### src/rtl/hb_gate_pkg.sv
package hb_gate_pkg;
    typedef enum logic [1:0] {
        CMD_OFF = 2'd0,
        CMD_HI  = 2'd1,
        CMD_LO  = 2'd2
    } cmd_e;

    typedef enum logic [2:0] {
        ST_IDLE    = 3'd0,
        ST_HS_WAIT = 3'd1,
        ST_HS_ON   = 3'd2,
        ST_LS_WAIT = 3'd3,
        ST_LS_ON   = 3'd4,
        ST_DE_OFF  = 3'd5
    } seq_e;
endpackage

### src/rtl/hb_pwm_qual.sv
module hb_pwm_qual
    import hb_gate_pkg::*;
#(
    parameter int HOLDOFF_CYC = 8
) (
    input  logic clk,
    input  logic rst_n,
    input  logic pwm_hi,
    input  logic pwm_lo,
    output cmd_e cmd_o
);
    localparam int HW = $clog2(HOLDOFF_CYC + 1);
    localparam logic [HW-1:0] CNT_SAT  = HW'(HOLDOFF_CYC);
    localparam logic [HW-1:0] CNT_LAST = HW'(HOLDOFF_CYC - 1);

    typedef struct packed {
        logic [HW-1:0] cnt;
        cmd_e          cmd;
    } qual_t;

    qual_t q_q, q_d;
    logic  mid;

    always_comb begin
        mid = (pwm_hi == pwm_lo);
        q_d = q_q;
        if (!mid) begin
            q_d.cnt = '0;
            q_d.cmd = pwm_hi ? CMD_HI : CMD_LO;
        end else begin
            q_d.cnt = (q_q.cnt == CNT_SAT) ? q_q.cnt : q_q.cnt + 1'b1;
            if (q_q.cnt >= CNT_LAST) q_d.cmd = CMD_OFF;
        end
    end

    always_ff @(posedge clk or negedge rst_n) begin
        if (!rst_n) q_q <= '{cnt: '0, cmd: CMD_OFF};
        else        q_q <= q_d;
    end

    assign cmd_o = q_q.cmd;

    // a clean high region becomes the high command on the next cycle
    p_region_hi_r1: assert property (@(posedge clk) disable iff (!rst_n)
        (pwm_hi && !pwm_lo) |=> (cmd_o == CMD_HI));
    // parking is entered only out of the mid region
    p_park_from_mid_r4: assert property (@(posedge clk) disable iff (!rst_n)
        ((cmd_o == CMD_OFF) && ($past(cmd_o) != CMD_OFF)) |-> $past(pwm_hi == pwm_lo));
endmodule

### src/rtl/hb_therm_flag.sv
module hb_therm_flag (
    input  logic clk,
    input  logic rst_n,
    input  logic temp_hot,
    input  logic temp_cool,
    output logic warn_o
);
    typedef struct packed {
        logic warn;
    } th_t;

    th_t t_q, t_d;

    always_comb begin
        t_d = t_q;
        if (temp_hot)       t_d.warn = 1'b1;
        else if (temp_cool) t_d.warn = 1'b0;
    end

    always_ff @(posedge clk or negedge rst_n) begin
        if (!rst_n) t_q <= '{warn: 1'b0};
        else        t_q <= t_d;
    end

    assign warn_o = t_q.warn;

    p_warn_set_r10: assert property (@(posedge clk) disable iff (!rst_n)
        temp_hot |=> warn_o);
    p_warn_clr_r10: assert property (@(posedge clk) disable iff (!rst_n)
        (temp_cool && !temp_hot) |=> !warn_o);
    p_warn_hold_r10: assert property (@(posedge clk) disable iff (!rst_n)
        (!temp_cool && !temp_hot) |=> $stable(warn_o));
endmodule

### src/rtl/hb_sequencer.sv
module hb_sequencer
    import hb_gate_pkg::*;
#(
    parameter int DEAD_CYC   = 2,
    parameter int MIN_ON_CYC = 3,
    parameter int BLANK_CYC  = 4
) (
    input  logic clk,
    input  logic rst_n,
    input  cmd_e cmd,
    input  logic run,
    input  logic de_en,
    input  logic zc_neg,
    input  logic hs_low,
    input  logic ls_low,
    output logic hs_req,
    output logic ls_req
);
    localparam int TMAX_A = (DEAD_CYC > MIN_ON_CYC) ? DEAD_CYC : MIN_ON_CYC;
    localparam int TMAX   = (TMAX_A > BLANK_CYC) ? TMAX_A : BLANK_CYC;
    localparam int TW     = $clog2(TMAX + 1);
    localparam logic [TW-1:0] T_SAT = TW'(TMAX);

    typedef struct packed {
        seq_e          st;
        logic [TW-1:0] tmr;
    } seq_t;

    seq_t s_q, s_d;

    function automatic logic elapsed(input logic [TW-1:0] t, input int unsigned n);
        return (32'(t) + 32'd1) >= n;
    endfunction

    always_comb begin
        s_d = s_q;
        unique case (s_q.st)
            ST_IDLE: begin
                if (cmd == CMD_HI)      s_d.st = ST_HS_WAIT;
                else if (cmd == CMD_LO) s_d.st = ST_LS_WAIT;
            end
            ST_HS_WAIT: begin
                if (cmd == CMD_OFF) s_d.st = ST_IDLE;
                else if (elapsed(s_q.tmr, DEAD_CYC) && ls_low) s_d.st = ST_HS_ON;
            end
            ST_HS_ON: begin
                if (elapsed(s_q.tmr, MIN_ON_CYC)) begin
                    if (cmd == CMD_LO)       s_d.st = ST_LS_WAIT;
                    else if (cmd == CMD_OFF) s_d.st = ST_IDLE;
                end
            end
            ST_LS_WAIT: begin
                if (cmd == CMD_OFF)     s_d.st = ST_IDLE;
                else if (cmd == CMD_HI) s_d.st = ST_HS_WAIT;
                else if (elapsed(s_q.tmr, DEAD_CYC) && hs_low) s_d.st = ST_LS_ON;
            end
            ST_LS_ON: begin
                if (cmd == CMD_HI)       s_d.st = ST_HS_WAIT;
                else if (cmd == CMD_OFF) s_d.st = ST_IDLE;
                else if (de_en && zc_neg && elapsed(s_q.tmr, BLANK_CYC)) s_d.st = ST_DE_OFF;
            end
            ST_DE_OFF: begin
                if (cmd == CMD_HI)       s_d.st = ST_HS_WAIT;
                else if (cmd == CMD_OFF) s_d.st = ST_IDLE;
                else if (!de_en)         s_d.st = ST_LS_WAIT;
            end
            default: s_d.st = ST_IDLE;
        endcase
        if (!run) s_d.st = ST_IDLE;
        if (s_d.st != s_q.st)    s_d.tmr = '0;
        else if (s_q.tmr != T_SAT) s_d.tmr = s_q.tmr + 1'b1;
    end

    always_ff @(posedge clk or negedge rst_n) begin
        if (!rst_n) s_q <= '{st: ST_IDLE, tmr: '0};
        else        s_q <= s_d;
    end

    assign hs_req = (s_q.st == ST_HS_ON);
    assign ls_req = (s_q.st == ST_LS_ON);

    p_no_overlap_r3: assert property (@(posedge clk) disable iff (!rst_n)
        !(hs_req && ls_req));
    p_hs_after_ls_low_r2: assert property (@(posedge clk) disable iff (!rst_n)
        $rose(hs_req) |-> $past(ls_low));
    p_ls_after_hs_low_r2: assert property (@(posedge clk) disable iff (!rst_n)
        $rose(ls_req) |-> $past(hs_low));
endmodule

### src/rtl/hb_gate_ctrl.sv
module hb_gate_ctrl
    import hb_gate_pkg::*;
#(
    parameter int HOLDOFF_CYC = 8,
    parameter int DEAD_CYC    = 2,
    parameter int MIN_ON_CYC  = 3,
    parameter int BLANK_CYC   = 4
) (
    input  logic clk,
    input  logic rst_n,
    input  logic pwm_hi,
    input  logic pwm_lo,
    input  logic dis_n,
    input  logic de_en_n,
    input  logic zc_neg,
    input  logic hs_gate_low,
    input  logic ls_gate_low,
    input  logic supply_ok,
    input  logic temp_hot,
    input  logic temp_cool,
    output logic hs_on,
    output logic ls_on,
    output logic therm_warn_n
);
    cmd_e cmd;
    logic run;
    logic hs_req, ls_req;
    logic warn;

    assign run = dis_n && supply_ok;

    hb_pwm_qual #(.HOLDOFF_CYC(HOLDOFF_CYC)) u_qual (
        .clk    (clk),
        .rst_n  (rst_n),
        .pwm_hi (pwm_hi),
        .pwm_lo (pwm_lo),
        .cmd_o  (cmd)
    );

    hb_sequencer #(
        .DEAD_CYC   (DEAD_CYC),
        .MIN_ON_CYC (MIN_ON_CYC),
        .BLANK_CYC  (BLANK_CYC)
    ) u_seq (
        .clk    (clk),
        .rst_n  (rst_n),
        .cmd    (cmd),
        .run    (run),
        .de_en  (!de_en_n),
        .zc_neg (zc_neg),
        .hs_low (hs_gate_low),
        .ls_low (ls_gate_low),
        .hs_req (hs_req),
        .ls_req (ls_req)
    );

    hb_therm_flag u_therm (
        .clk       (clk),
        .rst_n     (rst_n),
        .temp_hot  (temp_hot),
        .temp_cool (temp_cool),
        .warn_o    (warn)
    );

    // Immediate clamp: gates are gated by the run condition without a register
    assign hs_on        = hs_req && run;
    assign ls_on        = ls_req && run;
    assign therm_warn_n = !warn;

    p_dis_idle_r8: assert property (@(posedge clk) disable iff (!rst_n)
        !dis_n |=> (!hs_req && !ls_req));
    p_uv_idle_r9: assert property (@(posedge clk) disable iff (!rst_n)
        !supply_ok |=> (!hs_req && !ls_req));
endmodule

### config.mk
export PLATFORM = sky130hd
export DESIGN_NAME = hb_gate_ctrl
export DESIGN_NICKNAME = d
export VERILOG_FILES = /design/src/rtl/hb_gate_pkg.sv /design/src/rtl/hb_pwm_qual.sv /design/src/rtl/hb_therm_flag.sv /design/src/rtl/hb_sequencer.sv /design/src/rtl/hb_gate_ctrl.sv
export SDC_FILE = /design/constraint.sdc
export NUM_CORES = 1
export LEC_CHECK = 0
export ABC_AREA = 1
export BUFFER_PORTS_ARGS = -buffer_cell sky130_fd_sc_hd__buf_2
export CORE_AREA = 2 2 44 46
export CTS_BUF_LIST = sky130_fd_sc_hd__clkbuf_16
export DETAILED_ROUTE_END_ITERATION = 8
export DIE_AREA = 0 0 46 48
export GPL_TIMING_DRIVEN = 0
export PLACE_DENSITY = 0.86
export SETUP_SLACK_MARGIN = 0.02
export SLEW_MARGIN = 10
export SYNTH_ARGS = -nofsm -noshare
export SYNTH_HDL_FRONTEND = slang
export SYNTH_SLANG_ARGS = --single-unit
### constraint.sdc
create_clock -name clk -period 4.5 [get_ports clk]
set_input_delay 0.225 -clock clk [delete_from_list [all_inputs] [get_ports clk]]
set_output_delay 0.225 -clock clk [all_outputs]
set_load 0.02 [all_outputs]
After elaboration in Yosys (flattened, before gate mapping). Cells that the tools add are included.

Input bits: 12. Logic and storage cells: 64. Register bits after elaboration: 13. Output and inout bits: 3.

Muxes and demuxes: 26. Equal/unequal tests: 13. $lt $le $gt $ge: 4. Reductions and logical operators: 13. $add $sub $neg: 3.

Operators with widths (number): $ge A32 B2 Y1 const B (2); $mux W3 (19); $ge A32 B3 Y1 const B (1); $pmux W3 S6 (1); $logic_and A1 B1 Y1 (7); $eq A3 B2 Y1 const B (2); $eq A3 B3 Y1 const B (2); $mux W6 (1); $add A3 B1 Y4 const B (1); $add A4 B1 Y4 const B (1); $eq A4 B4 Y1 const B (1); $ge A4 B3 Y1 const B (1); $mux W2 (2); $mux W4 (1); $ne A2 B2 Y1 const B (2); $reduce_bool A2 Y1 (2); $add A3 B1 Y3 const B (1); $eq A3 B1 Y1 const B (1); $logic_not A3 Y1 (1); $ne A3 B3 Y1 (1); $ne A3 B3 Y1 const B (1); $eq A2 B1 Y1 const B (1); $eq A2 B2 Y1 const B (1); $logic_not A1 Y1 (2); 3 further kinds (4).

Longest topological paths before layout. Gate-level depths: netlist of run 1.

Word-level depth: 10. Depth in mapped cells: 13.

Hierarchy. From an unflattened synthesis of run 1, not the netlist that was laid out.

Cell total of the unflattened synthesis: 159. Area total of the unflattened synthesis: 1067.3 um^2.

Modules (own cells, without submodules): hb_sequencer (times used 1, area an instance 630.6 um^2, cells each 100); hb_pwm_qual (times used 1, area an instance 366.6 um^2, cells each 46); hb_therm_flag (times used 1, area an instance 40.0 um^2, cells each 5); hb_gate_ctrl (times used 1, area an instance 30.0 um^2, cells each 8).

Worst setup path before layout of run 1. OpenSTA, ideal clock, no wires.

Kind: register -> register. From: register u_seq.s_q[1] in the netlist's numbering. To: register u_seq.s_q[0] in the netlist's numbering. Stages on the path, launching flop included: 12. Buffers on the path: 0. Clock period less this slack: 1546 ps. Path slack: 2954 ps. Data arrival time: 1416 ps. Library setup time: 129 ps. Path through: dfrtp_1 ha_1 nand2_1 nand2_1 nand3_1 nand2_1 nand2_1 nand2_1 nand2_1 nand3_1 a21oi_1 nor3_1.

Cells in the longest elaborated chain, start to end: 10. Elaborated cells on any way between the ends: 22. Classes of those cells: add/sub: 1; order compare: 3; eq/ne: 2; mux: 12; reduce/logical: 4.

Ends and longest elaborated chain: start: declaration (RTL line hb_sequencer.sv:29) `seq_t s_q, s_d;`; start signal: assignment (RTL line hb_sequencer.sv:75) `if (!rst_n) s_q <= '{st: ST_IDLE, tmr: '0};`; $add A3 B1 Y4 (RTL line hb_sequencer.sv:32) `return (32'(t) + 32'd1) >= n;`; $ge A32 B3 Y1 / $ge A32 B2 Y1 (equally long branches) (RTL line hb_sequencer.sv:32); $logic_and A1 B1 Y1, on equally long branches (RTL line hb_sequencer.sv:60, hb_sequencer.sv:55); $mux W3, on equally long branches (RTL line hb_sequencer.sv:60, hb_sequencer.sv:55); $mux W3, on equally long branches (RTL line hb_sequencer.sv:59, hb_sequencer.sv:54); $mux W3, on equally long branches (RTL line hb_sequencer.sv:58, hb_sequencer.sv:53); $pmux W3 S6 (RTL line hb_sequencer.sv:37) `unique case (s_q.st)`; $mux W3 (RTL line hb_sequencer.sv:69) `if (!run) s_d.st = ST_IDLE;`; $ne A3 B3 Y1 (RTL line hb_sequencer.sv:70) `if (s_d.st != s_q.st) s_d.tmr = '0;`; $mux W3 / $reduce_bool A2 Y1 (equally long branches).

Several ways; a longest one is shown, not always the timed one. A chain may end at the register's enable or synchronous reset.

Final worst setup path of run 1.
From: register u_seq.s_q[0] in the netlist's numbering. To: register u_seq.s_q[0] in the netlist's numbering.

The elaborated chain is that of the path after synthesis.

==> results.yml, run 1 <==
synthesis:
  ys_types: 26
  synth.largest_area_cell: "dfrtp_1"
  ys_top_cells_by_area: "dfrtp_1, nand2_1, ha_1"
  syn_area_sq_um: 957
  synthDominantCellAreaShare_pct: 34.0
  synth_cells: 131
  synth_area_per_cell_sq_um: 7.31
  synth_warnings: 0
  synth-seq-cells: 13
  synth_nets: 150
  ys_seq_area_share_pct: 34.0
routing:
  vias: 894
  remaining_drc_errors: 0
  drt-vias-per-instance: 5.35
  drt_iter0_drc: 15
  final_antenna_net_count: 0
  wire_per_inst_microns: 11.7
  routed_wl_microns: 1950
  first_pass_iters: 4
cts:
  cts_htree_levels: 1
  clockBufferDepth: 2
  root_buffer: "clkbuf_16"
  cts_tree: "yes"
  clk_pin_slew_ns: 0.04
  clk_latency_ns: 0.24
  cts_buffers: 3
  clock_sinks: 13
pwr:
  powerDensity_nw_per_um2: 445
  ir_drop_uv: 487
  p_leak_nw: 0.652
worst_setup_path:
  required_ns: 4.61
  r2r_cells: 11
  critPathLaunchType: "flip-flop"
  ff2ff_setup_slack_ns: 2.70
  crit_arrival_ns: 1.91
  end_kind: "flip-flop"
  crit-reg2reg-launch: "u_seq.s_q[0]"
  crit_fanout: 3
  path_class: "reg -> reg"
  reg2reg_to: "u_seq.s_q[0]"
hold_path:
  hold_path_end: "u_therm.warn_o"
  hold_depth: 2
  hp-start: "temp_cool"
  min_path_type: "in -> reg"
layout:
  drive_above_1_share_pct: 20.7
  fin_nets: 170
  layout_common_cells: "nand2_1, inv_1, buf_2, nand3_1, dfrtp_1"
  syn_to_final_growth_pct: 19.0
  layout_commonest_cell: "nand2_1"
  insertedDiodeCount: 0
  fillers: 147
  final_util_pct: 67.4
sta:
  relSlewSlack_pct: 81.0
  holdWs_ns: 0.173
  tns_ns: 0
  max_slew.worst_pin.slew_ns: 0.285
  fin_crit_ns: 1.80
  fin_crit_sh_pct: 40.0
  rsz0062_at_grt: "no"
  final-setup-viol-count: 0
  clock.fmax_mhz: 556
  final_max_slew_viol_count: 0
  worst_clock_skew_ns: 0.00141
  hold_violations: 0
run:
  cap_violations: 0
floorplan:
  initial_utilization_pct: 56.7
  fp.coreArea_sq_um: 1690
  die_w_microns: 46
  boundaryPins: 15
  dieArea_sq_um: 2210
  fp.dieH_microns: 48
  fp-row-count: 15
placement:
  place_hpwl_microns: 1530
  io_buffers: 14
  gp_congestion: 0.890
outcome:
  status: "finished, final reports clean"
grt:
  grt_first_pass_wirelength_microns: 3310
  grt_pass1_vias: 833
  grt_use_total_pct: 21.0
  overflow: 0
  antenna_found_initial: 0
  grt_start_max_net_pins: 14
[cells in the mapped netlist]
library cell / number
inv_1: 20
nor4_1: 1
nand3_2: 4
inv_2: 3
a31oi_1: 1
nand2_1: 33
o211ai_1: 1
nand4_1: 2
nor2_1: 5
ha_1: 7
clkinv_1: 1
buf_4: 1
o21ai_1: 1
nor3_1: 3
a21oi_2: 1
nor3_2: 3
nand2_2: 1
o21ai_0: 6
o21bai_1: 1
nand3_1: 13
nand3b_1: 1
xor2_1: 1
a21oi_1: 6
o211a_1: 1
a21boi_0: 1
dfrtp_1: 13
[where the power goes]
group	total (mW)	internal, mW	switching (mW)
Combinational	0.179	0.0663	0.112
Sequential	0.164	0.141	0.0234
Clock	0.164	0.118	0.0460
Total	0.507	0.325	0.182
[worst max-delay path, cell delays in order, from the launching register on]
cell and delay [ns]:
dfrtp_1 0.37, inv_1 0.09, ha_1 0.28, inv_1 0.05, nand3_1 0.14, nand2_1 0.12
nand2_1 0.07, nand2_1 0.05, nand2_1 0.07, nand3_1 0.07, a21oi_1 0.26, nor3_1 0.11
[worst max-delay path by stage]
| stage | startpoint | to |
|---|---|---|
| 4_1_cts | u_seq.s_q[1] | u_seq.s_q[0] |
| 3_3_place_gp | u_seq.s_q[1] | u_seq.s_q[1] |
| 2_1_floorplan | u_seq.s_q[1] | u_seq.s_q[0] |
| 3_5_place_dp | u_seq.s_q[1] | u_seq.s_q[0] |
| 5_1_grt | u_seq.s_q[1] | u_seq.s_q[0] |
| 6_report | u_seq.s_q[0] | u_seq.s_q[0] |
[registers in the layout, summed over array words and instances (netlist names)]
register        count
u_seq.s_q           6
u_qual.q_q          4
u_qual.cmd_o        2
u_therm.warn_o      1
[through the flow]
step | area (sq um) | std cells | worst slack, ns | power, mW
4_1_cts | 1140 | 167 | 2.70 | 0.512
2_1_floorplan | 957 | 131 | 2.95 | 0.298
3_3_place_gp | 1050 | 162 | 2.77 | 0.332
3_5_place_dp | 1050 | 162 | 2.70 | 0.345
6_report | 1140 | 167 | 2.70 | 0.507
5_1_grt | 1140 | 167 | 2.53 | 0.550
[routing by layer]
metal | track usage [%] | up-vias | share of wire (%)
met1 | 24.1 | 402 | 44
met3 | 3.40 | 2 | 4.0
li1 | - | 466 | -
met5 | 0 | - | 0
met2 | 39.4 | 24 | 52
met4 | 6.86 | 0 | 0.62
[layout make-up]
| cell class | instances | area [sq um] | share of cell area (%) |
|---|---|---|---|
| tap | 17 | 21.3 | 1.87 |
| inverter | 24 | 90.1 | 7.91 |
| multi-input combinational | 93 | 534 | 46.9 |
| clock buffer | 3 | 75.1 | 6.59 |
| timing repair buffer | 15 | 80.1 | 7.03 |
| sequential | 13 | 325 | 28.6 |
| buffer | 1 | 7.51 | 0.659 |
| clock inverter | 1 | 5.00 | 0.440 |
[kinds of logic (layout without fill, tap and decap cells)]
kind of cell | after synthesis | in the layout | share of synthesized area (%)
AO/OA/AOI/OAI | 19 | 19 | 11.8
adder cells (fa/ha/maj) | 7 | 7 | 9.15
buffers and inverters | 25 | 44 | 10.2
flip-flops | 13 | 13 | 34.0
AND/OR/NAND/NOR | 66 | 66 | 34.0
XOR/XNOR | 1 | 1 | 0.915
[what timing repair did]
action | CTS | global route
hold endpoints to repair | 13 | 0
buffers inserted | 0 | 0
gates resized for setup | 0 | 0
hold buffers | 1 | 0
Note: power is estimated with default switching activity, not from simulation.
==> inputs of run 2 (changes only) <==
--- a/config.mk
+++ b/config.mk
@@ -7,12 +7,12 @@
 export LEC_CHECK = 0
 export ABC_AREA = 1
 export BUFFER_PORTS_ARGS = -buffer_cell sky130_fd_sc_hd__buf_2
-export CORE_AREA = 2 2 44 46
+export CORE_AREA = 2 2 45 47
 export CTS_BUF_LIST = sky130_fd_sc_hd__clkbuf_16
 export DETAILED_ROUTE_END_ITERATION = 8
-export DIE_AREA = 0 0 46 48
+export DIE_AREA = 0 0 47 49
 export GPL_TIMING_DRIVEN = 0
-export PLACE_DENSITY = 0.86
+export PLACE_DENSITY = 0.83
 export SETUP_SLACK_MARGIN = 0.02
 export SLEW_MARGIN = 10
 export SYNTH_ARGS = -nofsm -noshare
==> constraint.sdc (replaced) <==
create_clock -name clk -period 1.74 [get_ports clk]
set_input_delay 0.087 -clock clk [delete_from_list [all_inputs] [get_ports clk]]
set_output_delay 0.087 -clock clk [all_outputs]
set_load 0.02 [all_outputs]
==> results.yml, run 2 (synthesized netlist as in run 1, its figures left out) <==
outcome:
  status: "finished, final reports clean"
routing:
  drt_iter0_drc: 22
  vias: 943
  first_pass_iters: 4
  final_antenna_net_count: 0
  drt-vias-per-instance: 5.30
  wire_per_inst_microns: 12.2
  routed_wl_microns: 2170
  remaining_drc_errors: 0
floorplan:
  dieArea_sq_um: 2300
  die_w_microns: 47
  fp-row-count: 16
  fp.dieH_microns: 49
  initial_utilization_pct: 52.0
  boundaryPins: 15
  fp.coreArea_sq_um: 1840
grt:
  grt_pass1_vias: 944
  antenna_found_initial: 0
  grt_use_total_pct: 22.4
  grt_first_pass_wirelength_microns: 3800
  grt_start_max_net_pins: 14
  overflow: 0
run:
  cap_violations: 0
cts:
  clk_latency_ns: 0.24
  clock_sinks: 13
  cts_tree: "yes"
  cts_buffers: 3
  root_buffer: "clkbuf_16"
  clockBufferDepth: 2
  clk_pin_slew_ns: 0.04
  cts_htree_levels: 1
pwr:
  powerDensity_nw_per_um2: 1230
  ir_drop_uv: 985
  p_leak_nw: 0.682
sta:
  setup_slack_ns: 0.00752
  relSlewSlack_pct: 79.3
  max_slew.worst_pin.slew_ns: 0.308
  final-setup-viol-count: 0
  fin_crit_sh_pct: 99.6
  hold_violations: 0
  final_max_slew_viol_count: 0
  clock.fmax_mhz: 577
  fin_crit_ns: 1.73
  worst_clock_skew_ns: 0.000518
  rsz0062_at_grt: "yes"
worst_setup_path:
  reg2reg_to: "u_seq.s_q[1]"
  crit_fanout: 4
  required_ns: 1.90
  crit-reg2reg-launch: "u_seq.s_q[1]"
  r2r_cells: 12
  ff2ff_setup_slack_ns: 0.008
  path_class: "reg -> reg"
  critPathLaunchType: "flip-flop"
  end_kind: "flip-flop"
  crit_arrival_ns: 1.89
placement:
  gp_congestion: 0.862
  place_hpwl_microns: 1620
  io_buffers: 14
  pre_cts_slack_ns: -0.0884
  placed_cell_area_sq_um: 1060
layout:
  layout_commonest_cell: "nand2_1"
  layout_common_cells: "nand2_1, inv_1, buf_2, dfrtp_1, nand3_1"
  syn_to_final_growth_pct: 32.4
  fin_nets: 171
  drive_above_1_share_pct: 33.8
  regMostFlops: "u_seq.s_q"
  final_area_sq_um: 1270
  fillers: 146
  insertedDiodeCount: 0
  largest_register_ff_count: 6
hold_path:
  hold_depth: 2
  hp-start: "temp_cool"
  hold_path_end: "u_therm.warn_o"
  min_path_type: "in -> reg"
[run 2: changes by cell type in the layout (fill, tap and decap cells not counted), moves of 2 or more]
cell	delta
ha_1	-2
inv_1	-2
inv_2	+3
nand2_1	-4
nand2_4	+3
nand3_1	-4
nand3_2	+2
nand3_4	+2
nor2_1	-2
nor2_2	+2
nor3_1	-3
nor3_2	+3
[run 2: power by group]
group	switching [mW]	leakage [nW]	internal [mW]
registers	0.0605	0.167	0.365
logic	0.438	0.472	0.278
clock network	0.115	0.0423	0.302
total	0.614	0.682	0.944
[run 2: how the worst max path moves through the flow]
stage                     cells after the start  slack [ns]          from      endpoint
final                                        12       0.008  u_seq.s_q[1]  u_seq.s_q[1]
after global placement                       11       0.008  u_seq.s_q[0]  u_seq.s_q[1]
after detailed placement                     11       -0.09  u_seq.s_q[0]  u_seq.s_q[2]
after floorplan                              11        0.19  u_seq.s_q[1]  u_seq.s_q[0]
after global routing                         12       -0.11  u_seq.s_q[1]  u_seq.s_q[1]
after CTS                                    11        0.03  u_seq.s_q[0]  u_seq.s_q[1]
[run 2: cell type report]
class | instances | area (sq um) | share of cell area [%]
multi-input cells | 93 | 644 | 50.8
clock buffers | 3 | 75.1 | 5.92
repair buffers | 16 | 87.6 | 6.91
flip-flops and latches | 13 | 325 | 25.7
inverters | 24 | 90.1 | 7.11
plain buffers | 1 | 7.51 | 0.592
clock inverters | 1 | 3.75 | 0.296
well taps | 27 | 33.8 | 2.67
[run 2: stage by stage]
step / power, mW / TNS [ns] / std cells / utilization, % / hold slack (ns)
3_5_place_dp: 0.902 / -0.250 / 172 / 57.6 / -0.0118
6_report: 1.56 / 0 / 178 / 68.8 / 0.0277
5_1_grt: 1.69 / -0.254 / 178 / 68.8 / 0.0437
3_3_place_gp: 0.865 / 0 / 172 / 57.6 / -0.0214
2_1_floorplan: 0.771 / 0 / 131 / - / -0.209
4_1_cts: 1.42 / 0 / 178 / 65.4 / 0.0303
[run 2: critical path, cell delays in order (launching register included)]
cell and delay [ns]:
dfrtp_1 0.41, ha_2 0.21, inv_2 0.06, nand2_4 0.05
nand2_4 0.08, nand3_2 0.09, nand2_1 0.07, nand2_1 0.06
nor2_2 0.12, nand3_2 0.11, nand3_2 0.10, nand3_4 0.09
nor3_2 0.18
[run 2: what timing repair did]
action                                 CTS  global route
setup endpoints to repair                3             3
setup buffers                            1             0
hold buffers                             1             0
endpoints found under the hold margin   13             0
resized for setup                       11            15
pin swaps                                2            10
[run 2: layer usage]
layer | share of wire, % | GRT usage (%) | wire length (microns)
met5 | 0 | 0 | 0
met3 | 6.3 | 2.96 | 137
met4 | 3.8 | 12.5 | 82
met2 | 51 | 37.9 | 1110
met1 | 39 | 25.7 | 836
==> inputs of run 3 (changes only) <==
--- a/config.mk
+++ b/config.mk
@@ -12,8 +12,9 @@
 export DETAILED_ROUTE_END_ITERATION = 8
 export DIE_AREA = 0 0 47 49
 export GPL_TIMING_DRIVEN = 0
-export PLACE_DENSITY = 0.83
+export PLACE_DENSITY = 0.75
 export SETUP_SLACK_MARGIN = 0.02
+export SKIP_CTS_REPAIR_TIMING = 1
 export SLEW_MARGIN = 10
 export SYNTH_ARGS = -nofsm -noshare
 export SYNTH_HDL_FRONTEND = slang
==> constraint.sdc (replaced) <==
create_clock -name clk -period 1.7 [get_ports clk]
set_input_delay 0.085 -clock clk [delete_from_list [all_inputs] [get_ports clk]]
set_output_delay 0.085 -clock clk [all_outputs]
set_load 0.02 [all_outputs]
==> results.yml, run 3 (synthesized netlist as in run 1, its figures left out) <==
sta:
  final-setup-viol-count: 3
  relSlewSlack_pct: 76.0
  worst_clock_skew_ns: 0.000440
  fin_crit_sh_pct: 106
  holdWs_ns: 0.0189
  hold_violations: 0
  rsz0062_at_grt: "yes"
  clock.fmax_mhz: 556
  max_slew.worst_pin.slew_ns: 0.356
  setup_slack_ns: -0.0975
  final_max_slew_viol_count: 0
  fin_crit_ns: 1.80
cts:
  clockBufferDepth: 2
  clock_sinks: 13
  cts_buffers: 3
  cts_htree_levels: 1
  cts_tree: "yes"
  clk_latency_ns: 0.24
  root_buffer: "clkbuf_16"
  clk_pin_slew_ns: 0.04
pwr:
  ir_drop_uv: 1180
  p_switching_uw: 636
  comb_power_share_pct: 46.9
  pwr-share-seq_pct: 26.7
  p_int_mw: 1.01
  clock_power_share_pct: 26.4
  powerDensity_nw_per_um2: 1300
  p_leak_nw: 0.686
  p_sw_share_pct: 38.6
floorplan:
  dieArea_sq_um: 2300
  initial_utilization_pct: 52.0
  fp-row-count: 16
  fp.dieH_microns: 49
  die_w_microns: 47
  boundaryPins: 15
  fp.coreArea_sq_um: 1840
layout:
  layout_common_cells: "nand2_1, inv_1, buf_2, dfrtp_1, nand3_1"
  largest_register_ff_count: 6
  final_area_sq_um: 1270
  insertedDiodeCount: 0
  drive_above_1_share_pct: 34.4
  fin_nets: 174
  syn_to_final_growth_pct: 32.5
  regMostFlops: "u_seq.s_q"
  final_cells: 181
  multi_input_area_sq_um: 623
  layout_commonest_cell: "nand2_1"
  fillers: 147
  final_util_pct: 68.9
  regArea_sq_um: 325
run:
  cap_violations: 0
grt:
  grt_first_pass_wirelength_microns: 3560
  grt_pass1_vias: 921
  antenna_found_initial: 0
  grt_use_total_pct: 20.9
  grt_start_max_net_pins: 14
  overflow: 0
outcome:
  status: "complete, but fails checks"
  violations: "negative setup slack"
worst_setup_path:
  crit_arrival_ns: 1.96
  crit_buf_inv: 2
  critPathLaunchType: "flip-flop"
  end_kind: "flip-flop"
  critical_path.top_delay_family: "simple AND/OR/NAND/NOR gates"
  crit_path_max_incr_delay_ns: 0.39
  required_ns: 1.86
  crit_path_cell_trace: "inv_2, ha_1, inv_2, nand3_4, a21oi_2, nor2_2, nand3_2, nand2_2, nand2_2, nand3_4, nor3_4"
  crit_fanout: 3
  critical_path.slowest_cell: "dfrtp_1"
  path_class: "reg -> reg"
routing:
  drt_iter0_drc: 18
  first_pass_iters: 4
  drt-vias-per-instance: 5.22
  remaining_drc_errors: 0
  wire_per_inst_microns: 12.3
  routed_wl_microns: 2230
  final_antenna_net_count: 0
  vias: 945
placement:
  gp_congestion: 0.864
  placedCellCount: 172
  place_hpwl_microns: 1600
  placed_cell_area_sq_um: 1060
  io_buffers: 14
hold_path:
  min_path_type: "in -> reg"
## run 3: routing by layer
metal / vias to the layer above / global-route usage, % / wire [microns] / part of all wire [%]
li1: 472 / - / - / -
met1: 453 / 22.4 / 918 / 41
met2: 14 / 38.4 / 1220 / 55
met3: 6 / 2.59 / 49 / 2.2
met4: 0 / 8.80 / 43 / 1.9
met5: - / 0 / 0 / 0
## run 3: worst reg2reg max path, stage by stage, from the launching register on
cell	delay, ns
dfrtp_1	0.39
inv_2	0.07
ha_1	0.31
inv_2	0.10
nand3_4	0.09
a21oi_2	0.16
nor2_2	0.06
nand3_2	0.10
nand2_2	0.08
nand2_2	0.08
nand3_4	0.10
nor3_4	0.18
## run 3: layout make-up
cell class,count,area share [%]
multi-input combinational,93,49.1
sequential,13,25.6
timing repair buffer,19,8.68
inverter,24,7.10
clock buffer,3,5.92
tap,27,2.66
buffer,1,0.592
clock inverter,1,0.296
## run 3: worst paths after layout
| path | from | endpoint | slack, ns | cells after the start |
|---|---|---|---|---|
| setup reg to reg | u_seq.s_q[0] | u_seq.s_q[1] | -0.1 | 11 |
| max in group asynchronous | rst_n | u_qual.q_q[5] | 1.23 | 2 |
| setup / recovery | u_seq.s_q[0] | u_seq.s_q[1] | -0.1 | 11 |
| hold reg to reg | u_therm.warn_o | u_therm.warn_o | 0.51 | 2 |
| min in group asynchronous | rst_n | u_qual.q_q[2] | 0.25 | 2 |
| hold / removal | temp_cool | u_therm.warn_o | 0.02 | 2 |
## run 3: power groups by stage
stage                     clock network [mW]  registers (mW)  logic (mW)
final                                  0.435           0.440       0.773
after global routing                   0.449           0.447       0.858
after CTS                              0.433           0.434       0.493
after detailed placement                   0           0.438       0.489
after global placement                     0           0.434       0.455
after floorplan                            0           0.423       0.366
## run 3: metrics by stage
stage | TNS (ns) | power, mW | setup WS (ns)
after CTS | -0.365 | 1.36 | -0.140
final | -0.179 | 1.65 | -0.0975
after floorplan | 0 | 0.789 | 0.154
after global placement | -0.121 | 0.889 | -0.0416
after global routing | -0.497 | 1.75 | -0.200
after detailed placement | -0.320 | 0.927 | -0.125
